===== src/rtl/i2cm_pkg.sv =====
package i2cm_pkg;

  localparam int BYTE_W = 8;

  typedef enum logic [1:0] {
    CMD_START = 2'd0,
    CMD_SEND  = 2'd1,
    CMD_RECV  = 2'd2,
    CMD_STOP  = 2'd3
  } i2cm_cmd_e;

  typedef enum logic {
    ST_IDLE = 1'b0,
    ST_BUS  = 1'b1
  } i2cm_state_e;

  // register offsets
  localparam int OFS_CTRL = 0;
  localparam int OFS_STAT = 1;
  localparam int OFS_DATA = 2;
  localparam int OFS_OWN  = 3;
  localparam int OFS_DIV  = 4;

  // control bits
  localparam int CB_EN    = 7;
  localparam int CB_IEN   = 6;
  localparam int CB_MST   = 5;
  localparam int CB_TX    = 4;
  localparam int CB_NOACK = 3;
  localparam int CB_RSTA  = 2;

  // status bits
  localparam int SB_BUSY = 5;
  localparam int SB_ARB  = 4;
  localparam int SB_IRQ  = 1;
  localparam int SB_NACK = 0;

  localparam logic [BYTE_W-1:0] MASK_CTRL = 8'hFC;
  localparam logic [BYTE_W-1:0] MASK_OWN  = 8'hFE;
  localparam logic [BYTE_W-1:0] MASK_DIV  = 8'h3F;
  localparam logic [BYTE_W-1:0] RX_NONE   = 8'hFF;

endpackage


===== src/rtl/i2cm_txn_port.sv =====
module i2cm_txn_port
  import i2cm_pkg::*;
#(
  parameter int W = BYTE_W
) (
  input  logic        clk,
  input  logic        rst,
  input  logic        issue,
  input  i2cm_cmd_e   issue_cmd,
  input  logic [W-1:0] issue_byte,
  input  logic        done,
  output logic        valid,
  output i2cm_cmd_e   cmd,
  output logic [W-1:0] wbyte
);

  always_ff @(posedge clk) begin
    if (rst) begin
      valid <= 1'b0;
      cmd   <= CMD_STOP;
      wbyte <= '0;
    end else if (issue) begin
      valid <= 1'b1;
      cmd   <= issue_cmd;
      wbyte <= issue_byte;
    end else if (done) begin
      valid <= 1'b0;
    end
  end

  assert_cmd_hold_R13: assert property (@(posedge clk) disable iff (rst)
    (valid && !done) |=> (valid && $stable(cmd) && $stable(wbyte)));

  assert_issue_free_R13: assert property (@(posedge clk) disable iff (rst)
    issue |-> (!valid || done));

endmodule


===== src/rtl/i2cm_flags.sv =====
module i2cm_flags (
  input  logic clk,
  input  logic rst,
  input  logic soft_rst,
  input  logic en,
  input  logic ien,
  input  logic irq_evt,
  input  logic busy_set,
  input  logic busy_clr,
  input  logic nack_set,
  input  logic nack_clr,
  input  logic arb_set,
  input  logic sw_wr,
  input  logic sw_irq_bit,
  input  logic sw_arb_bit,
  output logic busy,
  output logic arb,
  output logic irq_flag,
  output logic nack
);

  always_ff @(posedge clk) begin
    if (rst || soft_rst) begin
      busy     <= 1'b0;
      arb      <= 1'b0;
      irq_flag <= 1'b0;
      nack     <= 1'b0;
    end else begin
      if (busy_set)      busy <= 1'b1;
      else if (busy_clr) busy <= 1'b0;

      if (nack_set)      nack <= 1'b1;
      else if (nack_clr) nack <= 1'b0;

      if (irq_evt && en && ien)     irq_flag <= 1'b1;
      else if (sw_wr && !sw_irq_bit) irq_flag <= 1'b0;

      if (arb_set)                   arb <= 1'b1;
      else if (sw_wr && !sw_arb_bit) arb <= 1'b0;
    end
  end

  assert_irq_gate_R7: assert property (@(posedge clk) disable iff (rst)
    $rose(irq_flag) |-> $past(en && ien));

  assert_irq_w0c_R6: assert property (@(posedge clk) disable iff (rst)
    $fell(irq_flag) |-> $past(soft_rst || (sw_wr && !sw_irq_bit)));

  assert_arb_w0c_R6: assert property (@(posedge clk) disable iff (rst)
    $fell(arb) |-> $past(soft_rst || (sw_wr && !sw_arb_bit)));

endmodule


===== src/rtl/i2cm_host_ctl.sv =====
module i2cm_host_ctl
  import i2cm_pkg::*;
#(
  parameter int ADDR_W = 3,
  parameter int BUS_W  = 16
) (
  input  logic              clk,
  input  logic              rst,
  input  logic              reg_req,
  input  logic              reg_we,
  input  logic [ADDR_W-1:0] reg_addr,
  input  logic [BUS_W-1:0]  reg_wdata,
  output logic              reg_ack,
  output logic [BUS_W-1:0]  reg_rdata,
  output logic              irq,
  output logic              txn_valid,
  output logic [1:0]        txn_cmd,
  output logic [7:0]        txn_wbyte,
  input  logic              txn_done,
  input  logic              txn_nack,
  input  logic              txn_lost,
  input  logic [7:0]        txn_rbyte
);

  localparam logic [ADDR_W-1:0] A_CTRL = ADDR_W'(OFS_CTRL);
  localparam logic [ADDR_W-1:0] A_STAT = ADDR_W'(OFS_STAT);
  localparam logic [ADDR_W-1:0] A_DATA = ADDR_W'(OFS_DATA);
  localparam logic [ADDR_W-1:0] A_OWN  = ADDR_W'(OFS_OWN);
  localparam logic [ADDR_W-1:0] A_DIV  = ADDR_W'(OFS_DIV);

  // register state
  logic [BYTE_W-1:0] ctrl_q, own_q, div_q, rx_q;
  logic [BUS_W-1:0]  rdata_q;
  logic              open_q, reg_ack_q;
  i2cm_state_e       st_q;
  i2cm_cmd_e         pend_q;

  // flag outputs
  logic busy, arb, irq_flag, nack;

  // port outputs from the command register
  logic      port_valid;
  i2cm_cmd_e port_cmd;
  logic [BYTE_W-1:0] port_wbyte;

  logic [BYTE_W-1:0] wb;
  logic unused_wdata_hi;
  assign wb = reg_wdata[BYTE_W-1:0];
  assign unused_wdata_hi = ^reg_wdata;

  logic en, mst, tx;
  assign en  = ctrl_q[CB_EN];
  assign mst = ctrl_q[CB_MST];
  assign tx  = ctrl_q[CB_TX];

  // access decode
  logic accept, wr_acc, rd_acc, fin;
  logic is_ctrl, is_stat, is_data, is_own, is_div;
  assign accept  = reg_req && !reg_ack_q && (st_q == ST_IDLE);
  assign wr_acc  = accept && reg_we;
  assign rd_acc  = accept && !reg_we;
  assign fin     = (st_q == ST_BUS) && txn_done;
  assign is_ctrl = (reg_addr == A_CTRL);
  assign is_stat = (reg_addr == A_STAT);
  assign is_data = (reg_addr == A_DATA);
  assign is_own  = (reg_addr == A_OWN);
  assign is_div  = (reg_addr == A_DIV);

  logic soft_rst, ctrl_norm, ctrl_stop, data_go, recv_go, chain_stop;
  logic fin_addr_or_tx;
  assign soft_rst   = wr_acc && is_ctrl && en && !wb[CB_EN];
  assign ctrl_norm  = wr_acc && is_ctrl && !soft_rst;
  assign ctrl_stop  = ctrl_norm && open_q && (!wb[CB_MST] || wb[CB_RSTA]);
  assign data_go    = wr_acc && is_data && en && mst;
  assign recv_go    = rd_acc && is_data && mst && open_q && !tx;
  assign fin_addr_or_tx = fin && ((pend_q == CMD_START) || (pend_q == CMD_SEND));
  assign chain_stop = fin && (pend_q == CMD_SEND) && txn_nack;

  // command issue
  logic              issue;
  i2cm_cmd_e         issue_cmd;
  logic [BYTE_W-1:0] issue_byte;

  always_comb begin
    issue      = (soft_rst && open_q) || ctrl_stop || data_go || recv_go || chain_stop;
    issue_cmd  = CMD_STOP;
    issue_byte = '0;
    if (data_go) begin
      issue_cmd  = open_q ? CMD_SEND : CMD_START;
      issue_byte = wb;
    end else if (recv_go) begin
      issue_cmd = CMD_RECV;
    end
  end

  // new control value with repeated start consumed on an open address
  logic [BYTE_W-1:0] ctrl_new;
  always_comb begin
    ctrl_new = wb & MASK_CTRL;
    if (open_q && wb[CB_MST] && wb[CB_RSTA]) ctrl_new[CB_RSTA] = 1'b0;
  end

  // read mux for the plain registers
  logic [BYTE_W-1:0] stat_byte, rd_byte;
  always_comb begin
    stat_byte          = '0;
    stat_byte[SB_BUSY] = busy;
    stat_byte[SB_ARB]  = arb;
    stat_byte[SB_IRQ]  = irq_flag;
    stat_byte[SB_NACK] = nack;
    rd_byte = '0;
    if (is_ctrl)      rd_byte = ctrl_q;
    else if (is_stat) rd_byte = stat_byte;
    else if (is_own)  rd_byte = own_q;
    else if (is_div)  rd_byte = div_q;
  end

  // flag events
  logic irq_evt;
  assign irq_evt = (fin_addr_or_tx && !txn_nack) || (fin && (pend_q == CMD_RECV));

  i2cm_flags u_flags (
    .clk        (clk),
    .rst        (rst),
    .soft_rst   (soft_rst),
    .en         (en),
    .ien        (ctrl_q[CB_IEN]),
    .irq_evt    (irq_evt),
    .busy_set   (ctrl_norm && wb[CB_MST]),
    .busy_clr   (ctrl_norm && !wb[CB_MST]),
    .nack_set   (fin_addr_or_tx && txn_nack),
    .nack_clr   (fin_addr_or_tx && !txn_nack),
    .arb_set    (fin && txn_lost),
    .sw_wr      (wr_acc && is_stat),
    .sw_irq_bit (wb[SB_IRQ]),
    .sw_arb_bit (wb[SB_ARB]),
    .busy       (busy),
    .arb        (arb),
    .irq_flag   (irq_flag),
    .nack       (nack)
  );

  i2cm_txn_port #(.W(BYTE_W)) u_port (
    .clk        (clk),
    .rst        (rst),
    .issue      (issue),
    .issue_cmd  (issue_cmd),
    .issue_byte (issue_byte),
    .done       (txn_done),
    .valid      (port_valid),
    .cmd        (port_cmd),
    .wbyte      (port_wbyte)
  );

  // sequencing and register state
  always_ff @(posedge clk) begin
    if (rst) begin
      ctrl_q    <= '0;
      own_q     <= '0;
      div_q     <= '0;
      rx_q      <= '0;
      rdata_q   <= '0;
      open_q    <= 1'b0;
      reg_ack_q <= 1'b0;
      st_q      <= ST_IDLE;
      pend_q    <= CMD_STOP;
    end else begin
      reg_ack_q <= 1'b0;
      if (accept) begin
        rdata_q <= '0;
        if (rd_acc) begin
          if (is_data) begin
            if (!recv_go) begin
              if (mst) begin
                rx_q    <= RX_NONE;
                rdata_q <= BUS_W'(RX_NONE);
              end else begin
                rdata_q <= BUS_W'(rx_q);
              end
            end
          end else begin
            rdata_q <= BUS_W'(rd_byte);
          end
        end
        if (soft_rst) begin
          ctrl_q <= '0;
          div_q  <= '0;
          rx_q   <= '0;
          open_q <= 1'b0;
        end else if (ctrl_norm) begin
          ctrl_q <= ctrl_new;
          if (ctrl_stop) open_q <= 1'b0;
        end
        if (wr_acc && is_own) own_q <= wb & MASK_OWN;
        if (wr_acc && is_div) div_q <= wb & MASK_DIV;
        if (issue) begin
          st_q   <= ST_BUS;
          pend_q <= issue_cmd;
        end else begin
          reg_ack_q <= 1'b1;
        end
      end else if (fin) begin
        case (pend_q)
          CMD_START: if (!txn_nack) open_q <= 1'b1;
          CMD_SEND:  if (txn_nack) open_q <= 1'b0;
          CMD_RECV: begin
            rx_q    <= txn_rbyte;
            rdata_q <= BUS_W'(txn_rbyte);
          end
          default: ;
        endcase
        if (chain_stop) begin
          pend_q <= CMD_STOP;
        end else begin
          st_q      <= ST_IDLE;
          reg_ack_q <= 1'b1;
        end
      end
    end
  end

  assign reg_ack   = reg_ack_q;
  assign reg_rdata = rdata_q;
  assign irq       = irq_flag;
  assign txn_valid = port_valid;
  assign txn_cmd   = port_cmd;
  assign txn_wbyte = port_wbyte;

  assert_ack_pulse_R13: assert property (@(posedge clk) disable iff (rst)
    reg_ack |=> !reg_ack);

  assert_ack_after_done_R13: assert property (@(posedge clk) disable iff (rst)
    (reg_ack && $past(st_q == ST_BUS)) |-> $past(txn_done));

  assert_busy_src_R4: assert property (@(posedge clk) disable iff (rst)
    $rose(busy) |-> $past(wr_acc && is_ctrl && reg_wdata[CB_MST]));

  assert_start_enabled_R8: assert property (@(posedge clk) disable iff (rst)
    (txn_valid && (txn_cmd == CMD_START)) |-> (ctrl_q[CB_EN] && ctrl_q[CB_MST]));

endmodule


===== config.mk =====
export PLATFORM = sky130hd
export DESIGN_NAME = i2cm_host_ctl
export DESIGN_NICKNAME = d
export VERILOG_FILES = /design/src/rtl/i2cm_pkg.sv /design/src/rtl/i2cm_txn_port.sv /design/src/rtl/i2cm_flags.sv /design/src/rtl/i2cm_host_ctl.sv
export SDC_FILE = /design/constraint.sdc
export NUM_CORES = 1
export LEC_CHECK = 0
export BUFFER_PORTS_ARGS = -buffer_cell sky130_fd_sc_hd__buf_2
export CAP_MARGIN = 0
export CORE_MARGIN = 4
export CORE_UTILIZATION = 57
export DETAILED_ROUTE_END_ITERATION = 7
export PLACE_DENSITY = 0.81
export SLEW_MARGIN = 20
export SYNTH_ARGS = -nofsm -noshare
export SYNTH_HDL_FRONTEND = slang
export SYNTH_SLANG_ARGS = --single-unit

===== constraint.sdc =====
create_clock -name clk -period 4.26 [get_ports clk]
set_input_delay 0.426 -clock clk [delete_from_list [all_inputs] [get_ports clk]]
set_output_delay 0.426 -clock clk [all_outputs]
set_load 0.1 [all_outputs]

======== After elaboration in Yosys (flattened, before gate mapping) ========
Cells that the tools add are included.
operators by class
  equality and inequality tests ........... 16
  mux-type cells .......................... 58
  bitwise operators ....................... 1
  reductions and logical operators ........ 75
operators by type and width
  operator                                             number
  two-way mux 8 bit                                    19
  two-way mux 16 bit                                   5
  logical AND 1 bit                                    37
  two-way mux 1 bit                                    28
  nonzero test 2 bit                                   10
  != test 3 x 1 -> 1 bit, second input constant        4
  AND reduction 6 bit                                  2
  two-way mux 2 bit                                    5
  logical NOT 1 bit                                    9
  != test 3 bit, second input constant                 3
  logical OR 1 bit                                     8
  AND reduction 2 bit                                  4
  equality test 3 x 2 -> 1 bit, second input constant  2
  AND reduction 3 bit                                  2
  equality test 3 x 1 -> 1 bit, second input constant  1
  equality test 3 bit, second input constant           1
  logical NOT 3 bit                                    1
  != test 3 x 2 -> 1 bit, second input constant        1
  nonzero test 3 bit                                   1
  equality test 2 x 1 -> 1 bit, second input constant  1
  equality test 2 bit, second input constant           1
  logical NOT 2 bit                                    1
  != test 2 x 1 -> 1 bit, second input constant        1
  != test 2 bit, second input constant                 1
  2 further kinds                                      2
word-level totals
  register bits ........................... 67
  output and inout bits ................... 29

======== Logic depth before layout (Yosys ltp) ========
  depth after elaboration ................. 17
  gate-level depth with buffers ........... 7

======== Modules after synthesis ========
Synthesis repeated with hierarchy kept, for this count alone.
unflattened totals
  cells, all modules ...................... 310
  area, all modules ....................... 2772.7 um^2
by module, submodules not included
  module         times used  cells each  area each (um^2)  sequential area each (um^2)
  i2cm_host_ctl  1           258         2234.6            800.8
  i2cm_txn_port  1           36          394.1             220.2
  i2cm_flags     1           16          143.9             80.1

======== Least setup slack after synthesis ========
No wires, ideal clock.
  kind .................................... register -> register
  from .................................... register reg_ack_q (netlist: reg_ack)
  to ...................................... register st_q
  setup time .............................. 0.124 ns
  arrival ................................. 2.126 ns
  required time ........................... 4.136 ns
  slack ................................... 2.010 ns
  cell stages (with the launch flop) ...... 6
  buffers on the path ..................... 0
  clock period less this slack ............ 2.250 ns
  path through ............................ dfxtp_1 > nor3b_4 > nand3_4 > o22ai_4 > or2_2 > o311a_2
between the ends
  cells in the longest elaborated chain, start to end .. 17
RTL lines
  element                              line                                      RTL
  start, declared                      i2cm_host_ctl.sv:34                       logic open_q, reg_ack_q;
  start signal, assigned               i2cm_host_ctl.sv:164                      reg_ack_q <= 1'b0;
  start signal, assigned               i2cm_host_ctl.sv:168                      reg_ack_q <= 1'b0;
  start signal, assigned               i2cm_host_ctl.sv:200                      reg_ack_q <= 1'b1;
  logical NOT 1 bit (*)                i2cm_host_ctl.sv:59                       assign accept = reg_req && !reg_ack_q && (st_q == ST_IDLE);
  logical AND 1 bit (*) (2 in series)  i2cm_host_ctl.sv:59
  logical AND 1 bit                    i2cm_host_ctl.sv:60                       assign wr_acc = accept && reg_we;
  logical AND 1 bit                    i2cm_host_ctl.sv:71, i2cm_host_ctl.sv:72
  logical AND 1 bit (2 in series)      i2cm_host_ctl.sv:71                       assign soft_rst = wr_acc && is_ctrl && en && !wb[CB_EN];
  logical NOT 1 bit                    i2cm_host_ctl.sv:72                       assign ctrl_norm = wr_acc && is_ctrl && !soft_rst;
  logical AND 1 bit                    i2cm_host_ctl.sv:72
  logical AND 1 bit (2 in series)      i2cm_host_ctl.sv:73                       assign ctrl_stop = ctrl_norm && open_q && (!wb[CB_MST] || wb[CB_RSTA]);
  logical OR 1 bit (4 in series)       i2cm_host_ctl.sv:85                       issue = (soft_rst && open_q) || ctrl_stop || data_go || recv_go || chain_stop;
  != test 2 x 1 -> 1 bit (no line)     -
  AND reduction 3 bit (no line)        -
  end signal, assigned                 i2cm_host_ctl.sv:165                      st_q <= ST_IDLE;
  end signal, assigned                 i2cm_host_ctl.sv:197                      st_q <= ST_BUS;
  end signal, assigned                 i2cm_host_ctl.sv:215                      st_q <= ST_IDLE;
  end, declared                        i2cm_host_ctl.sv:35                       i2cm_state_e st_q;
Mark *: on every way between the ends. The rest lies on a longest branch, timed or not.
A chain may end at the register's enable or synchronous reset.

======== Worst setup path after layout ========
  from .................................... register st_q
  to ...................................... register rx_q[7]
between the ends
  cells in the longest elaborated chain, start to end .. 9
RTL lines
  element                          line                  RTL
  NOT 1 bit                        i2cm_host_ctl.sv:59
  logical AND 1 bit                i2cm_host_ctl.sv:59
  logical AND 1 bit                i2cm_host_ctl.sv:61   assign rd_acc = accept && !reg_we;
  logical AND 1 bit (4 in series)  i2cm_host_ctl.sv:75   assign recv_go = rd_acc && is_data && mst && open_q && !tx;
  != test 3 bit (no line)          -
  AND reduction 6 bit (no line)    -
  end signal, assigned             i2cm_host_ctl.sv:207  rx_q <= txn_rbyte;
  end, declared                    i2cm_host_ctl.sv:32   logic [BYTE_W-1:0] ctrl_q, own_q, div_q, rx_q;
Several ways; a longest one is shown, not always the timed one.

==> parameters.txt <==
Parameter                              Value

Power and ir drop
  Proportion of power drawn by the clock network ... 0.312
  Leakage power figure ... 1.16 nW
  Part of the total power dissipated in combinational logic ... 0.158
  Total power density per cell area ... between 300 and 400 mW/mm²
  Cell internal pwr ... approximately 0.7 mW
  Peak supply drop ... 0.247 mV
  Psw ... roughly 0.31 mW
  Switching share of total power ... 0.306
  Portion of total power attributed to sequential cells ... 0.530

Clock tree
  Maximum number of buffers from clock root to sink ... 2
  Clock transition at the register clock pins on the worst setup and hold paths after CTS ... about 0.10 ns
  Clock latency on the worst-skew pair ... slightly above 0.3 ns
  TritonCTS clock tree ... done
  Hold Buf Count CTS ... 0
  H-tree levels ... 2
  Number of cells upsized or downsized after cts ... 0
  CTS root buffer ... sky130_fd_sc_hd__clkbuf_8
  Sink Count ... between 50 and 60
  CTS buffer count ... 5
  Post CTS Setup Buffer Count ... 0

Die
  Die Span Y ... 76.3 µm
  Core area ... ~0.0044 mm²
  Io pins ... 63
  Die W ... 76.3 µm
  Initial Utilization ... 0.597
  Area enclosed by the die boundary ... 0.00581 mm²
  # rows ... 24

Timing
  Transition at the pin with the smallest max-transition slack ... 0.827 ns
  Final count of hold timing violations ... 0
  Maximum operating frequency ... between 400 and 500 MHz
  Number of max-slew violations in the final report ... 0
  Share of the clock period used by the worst path ... 0.473
  Fin Clk Skew ... approximately 0.013 ns
  Tmin final ... 2.01 ns
  # setup viols final ... 0
  Final hold slack ... about 0.33 ns
  Setup repair after global routing missed its margin ... no
  Post-route setup slack ... roughly 2.2 ns
  Summed negative setup slack over all endpoints ... 0 ns
  Headroom to the max-slew limit ... 0.449

Routing
  Routed length per placed instance ... 16.5 µm
  Number of vias after detailed routing ... roughly 2400
  Total DRC errors in the routed layout ... 0
  Number of violations reported at the end of detailed-routing iteration 0 ... ~290
  Number of vias per cell ... slightly above 6
  First-pass iteration count of the detailed router ... 6
  Number of antenna-violating nets in the routed design ... 0
  Drt total wl ... ~6400 µm

Logic synthesis
  Total of warnings raised by yosys ... 0
  Post-synthesis compound-gate area fraction ... 0.212
  Sequential area share after synthesis ... 0.415
  Post-Synth Adder-Cell Area ... 0
  FF+latch count, synth ... 55
  Mean cell area of the mapped netlist ... a little under 9 µm²
  Simple-gate share of the synthesized area ... 0.254
  Combinational family with the most area after synthesis ... simple AND/OR/NAND/NOR gates
  Share of synthesized area spent on multiplexers ... 0.0575
  Unique masters post-synth ... 57
  Fraction of synthesized cell area in xor and xnor cells ... 0.00330
  Synthesized netlist cell count ... 299
  Share of flip-flops with an asynchronous set or reset ... 0
  Number of enable-type register cells in the synthesized netlist ... 0
  Primary FF master, synth ... sky130_fd_sc_hd__dfxtp_1
  Cell area after synthesis ... approximately 0.0027 mm²

Placed design
  I/O Buffers ... 46
  Setup slack at placement ... about 2.1 ns
  Placer congestion estimate ... a little under 0.9
  Detailed placement HPWL ... 4680 µm

Critical path
  Arr. time, crit path ... 2.24 ns
  Crit Path Class ... flop to flop
  Startpoint Class ... flop
  Largest driver fanout on the critical path ... 12
  Endpoint kind of the worst setup timing path ... flop
  Worst Path Required ... roughly 4.5 ns

Status
  Status ... completed

GRT
  Pin count of the biggest net entering global routing ... 44
  Via count of the first global-routing pass ... approximately 2100
  Number of antenna violations at the first check in global routing ... 0
  Wire length of the first global-routing pass ... ~11000 µm
  Global-route usage over all layers ... 0.222
  Remaining global-route overflow ... 0

Worst hold path
  Type of the tightest min-delay check ... primary input to flop

Run
  Max-cap violations ... 0

Final layout
  Core Util, Final ... 0.662
  Fraction of layout instances using a drive strength above 1 ... 0.234
  Layout-stage area growth over the synthesis result ... 10.8%
  Diode count ... 0
  Layout Nets ... 370
  Number of fill cells ... around 380
-- cells in the mapped netlist (all sizes together), types with 4 or more instances --
| cell | instances | area share |
|---|---|---|
| buf | 17 | 0.042 |
| nand2b | 4 | 0.0094 |
| nand3 | 8 | 0.020 |
| o22ai | 5 | 0.017 |
| a21oi | 19 | 0.037 |
| a22oi | 10 | 0.028 |
| inv | 5 | 0.0071 |
| mux2i | 13 | 0.049 |
| a211oi | 11 | 0.031 |
| nor2 | 48 | 0.068 |
| nor3 | 7 | 0.025 |
| nand2 | 24 | 0.037 |
| clkbuf | 6 | 0.0085 |
| dfxtp | 55 | 0.41 |
| o21ai | 12 | 0.023 |
| a22o | 10 | 0.033 |
| nor2b | 5 | 0.012 |
-- power groups by stage --
stage	logic (mW)	clock network (mW)	registers (mW)
after CTS	0.159	0.318	0.533
final	0.159	0.314	0.533
after detailed placement	0.158	0	0.545
after floorplan	0.0985	0	0.577
after global routing	0.171	0.344	0.535
after global placement	0.157	0	0.545
-- critical path, cell delays in order (launching register included) --
cell                       delay [ns]
sky130_fd_sc_hd__dfxtp_1         0.48
sky130_fd_sc_hd__nand4b_1        0.48
sky130_fd_sc_hd__nand2_1         0.40
sky130_fd_sc_hd__o21a_2          0.28
sky130_fd_sc_hd__nor2_1          0.06
sky130_fd_sc_hd__a211oi_1        0.22
-- cell usage in the layout, fill, tap and decap left out, types with 2 or more instances in the layout --
master                     Yosys  final
sky130_fd_sc_hd__mux2_2        2      2
sky130_fd_sc_hd__nor4_4        2      2
sky130_fd_sc_hd__or3_2         2      2
sky130_fd_sc_hd__mux2i_1      13     13
sky130_fd_sc_hd__a21oi_1      18     18
sky130_fd_sc_hd__o22ai_1       4      4
sky130_fd_sc_hd__clkbuf_8      0      6
sky130_fd_sc_hd__a221o_1       2      2
sky130_fd_sc_hd__nor2b_1       5      5
sky130_fd_sc_hd__a211oi_1     11     11
sky130_fd_sc_hd__or2_2         2      2
sky130_fd_sc_hd__nand4_1       2      2
sky130_fd_sc_hd__nor3_1        3      3
sky130_fd_sc_hd__a22oi_1      10     10
sky130_fd_sc_hd__buf_2         5     46
sky130_fd_sc_hd__dfxtp_1      55     55
sky130_fd_sc_hd__nand3_1       7      7
sky130_fd_sc_hd__inv_1         4      4
sky130_fd_sc_hd__inv_6         0      2
sky130_fd_sc_hd__o211ai_1      3      3
sky130_fd_sc_hd__nand2_1      23     23
sky130_fd_sc_hd__nor2_1       48     48
sky130_fd_sc_hd__nor3_4        2      2
sky130_fd_sc_hd__o21ai_0      12     12
sky130_fd_sc_hd__and4b_1       2      2
sky130_fd_sc_hd__conb_1        1      8
sky130_fd_sc_hd__nor3_2        2      2
sky130_fd_sc_hd__nand2b_1      4      4
sky130_fd_sc_hd__a22o_1       10     10
-- cells by family after synthesis --
| family | after synthesis |
|---|---|
| other | 1 |
| XOR/XNOR | 1 |
| multiplexers | 15 |
| flip-flops | 55 |
| AND/OR/NAND/NOR | 119 |
| buffers and inverters | 28 |
| AO/OA/AOI/OAI | 80 |
-- metal layers --
| metal | share of wire | global-route usage | vias up |
|---|---|---|---|
| met5 | 0 | 0 | - |
| met4 | 0.012 | 0.0616 | 0 |
| met3 | 0.071 | 0.0449 | 12 |
| met2 | 0.46 | 0.351 | 108 |
| met1 | 0.46 | 0.306 | 1130 |
| li1 | - | - | 1132 |
-- per-stage QoR --
stage	cell area [µm²]	power, mW	std cells
final	2940	1.01	389
after global routing	2940	1.05	389
after CTS	2940	1.01	389
after detailed placement	2840	0.703	381
after global placement	2840	0.701	381
after floorplan	2680	0.676	306
-- registers in the layout, indices dropped and copies added, names as in the netlist --
name	cells
u_port.valid	1
ctrl_q	6
pend_q	2
u_flags.arb	1
reg_ack	1
u_port.cmd	2
u_flags.irq_flag	1
reg_rdata	8
rx_q	8
open_q	1
u_port.wbyte	8
u_flags.busy	1
own_q	7
st_q	1
u_flags.nack	1
div_q	6
-- final cells by class --
cell class	count	area (µm²)	share of cell area
clock buffer	6	82.6	0.0281
clock inverter	2	17.5	0.00595
tap	52	65.1	0.0221
inverter	5	18.8	0.00638
multi-input combinational	223	1430	0.485
timing repair buffer	46	230	0.0782
sequential	55	1100	0.374
-- path summary, 6_finish.rpt --
kind                                                  from                            to  slack [ns]  cells past startpoint
worst max-delay path                     st_q$_SDFFE_PP0P_          rx_q[7]$_SDFFE_PP0P_        2.25                      5
worst min-delay path                          reg_wdata[0]  u_port.wbyte[0]$_SDFFE_PP0P_        0.33                      2
worst max register to register           st_q$_SDFFE_PP0P_          rx_q[7]$_SDFFE_PP0P_        2.25                      5
worst min register to register  u_port.cmd[1]$_SDFFE_PP1P_    u_port.cmd[1]$_SDFFE_PP1P_        0.45                      2
No activity file was read; power rests on OpenSTA's default activity.
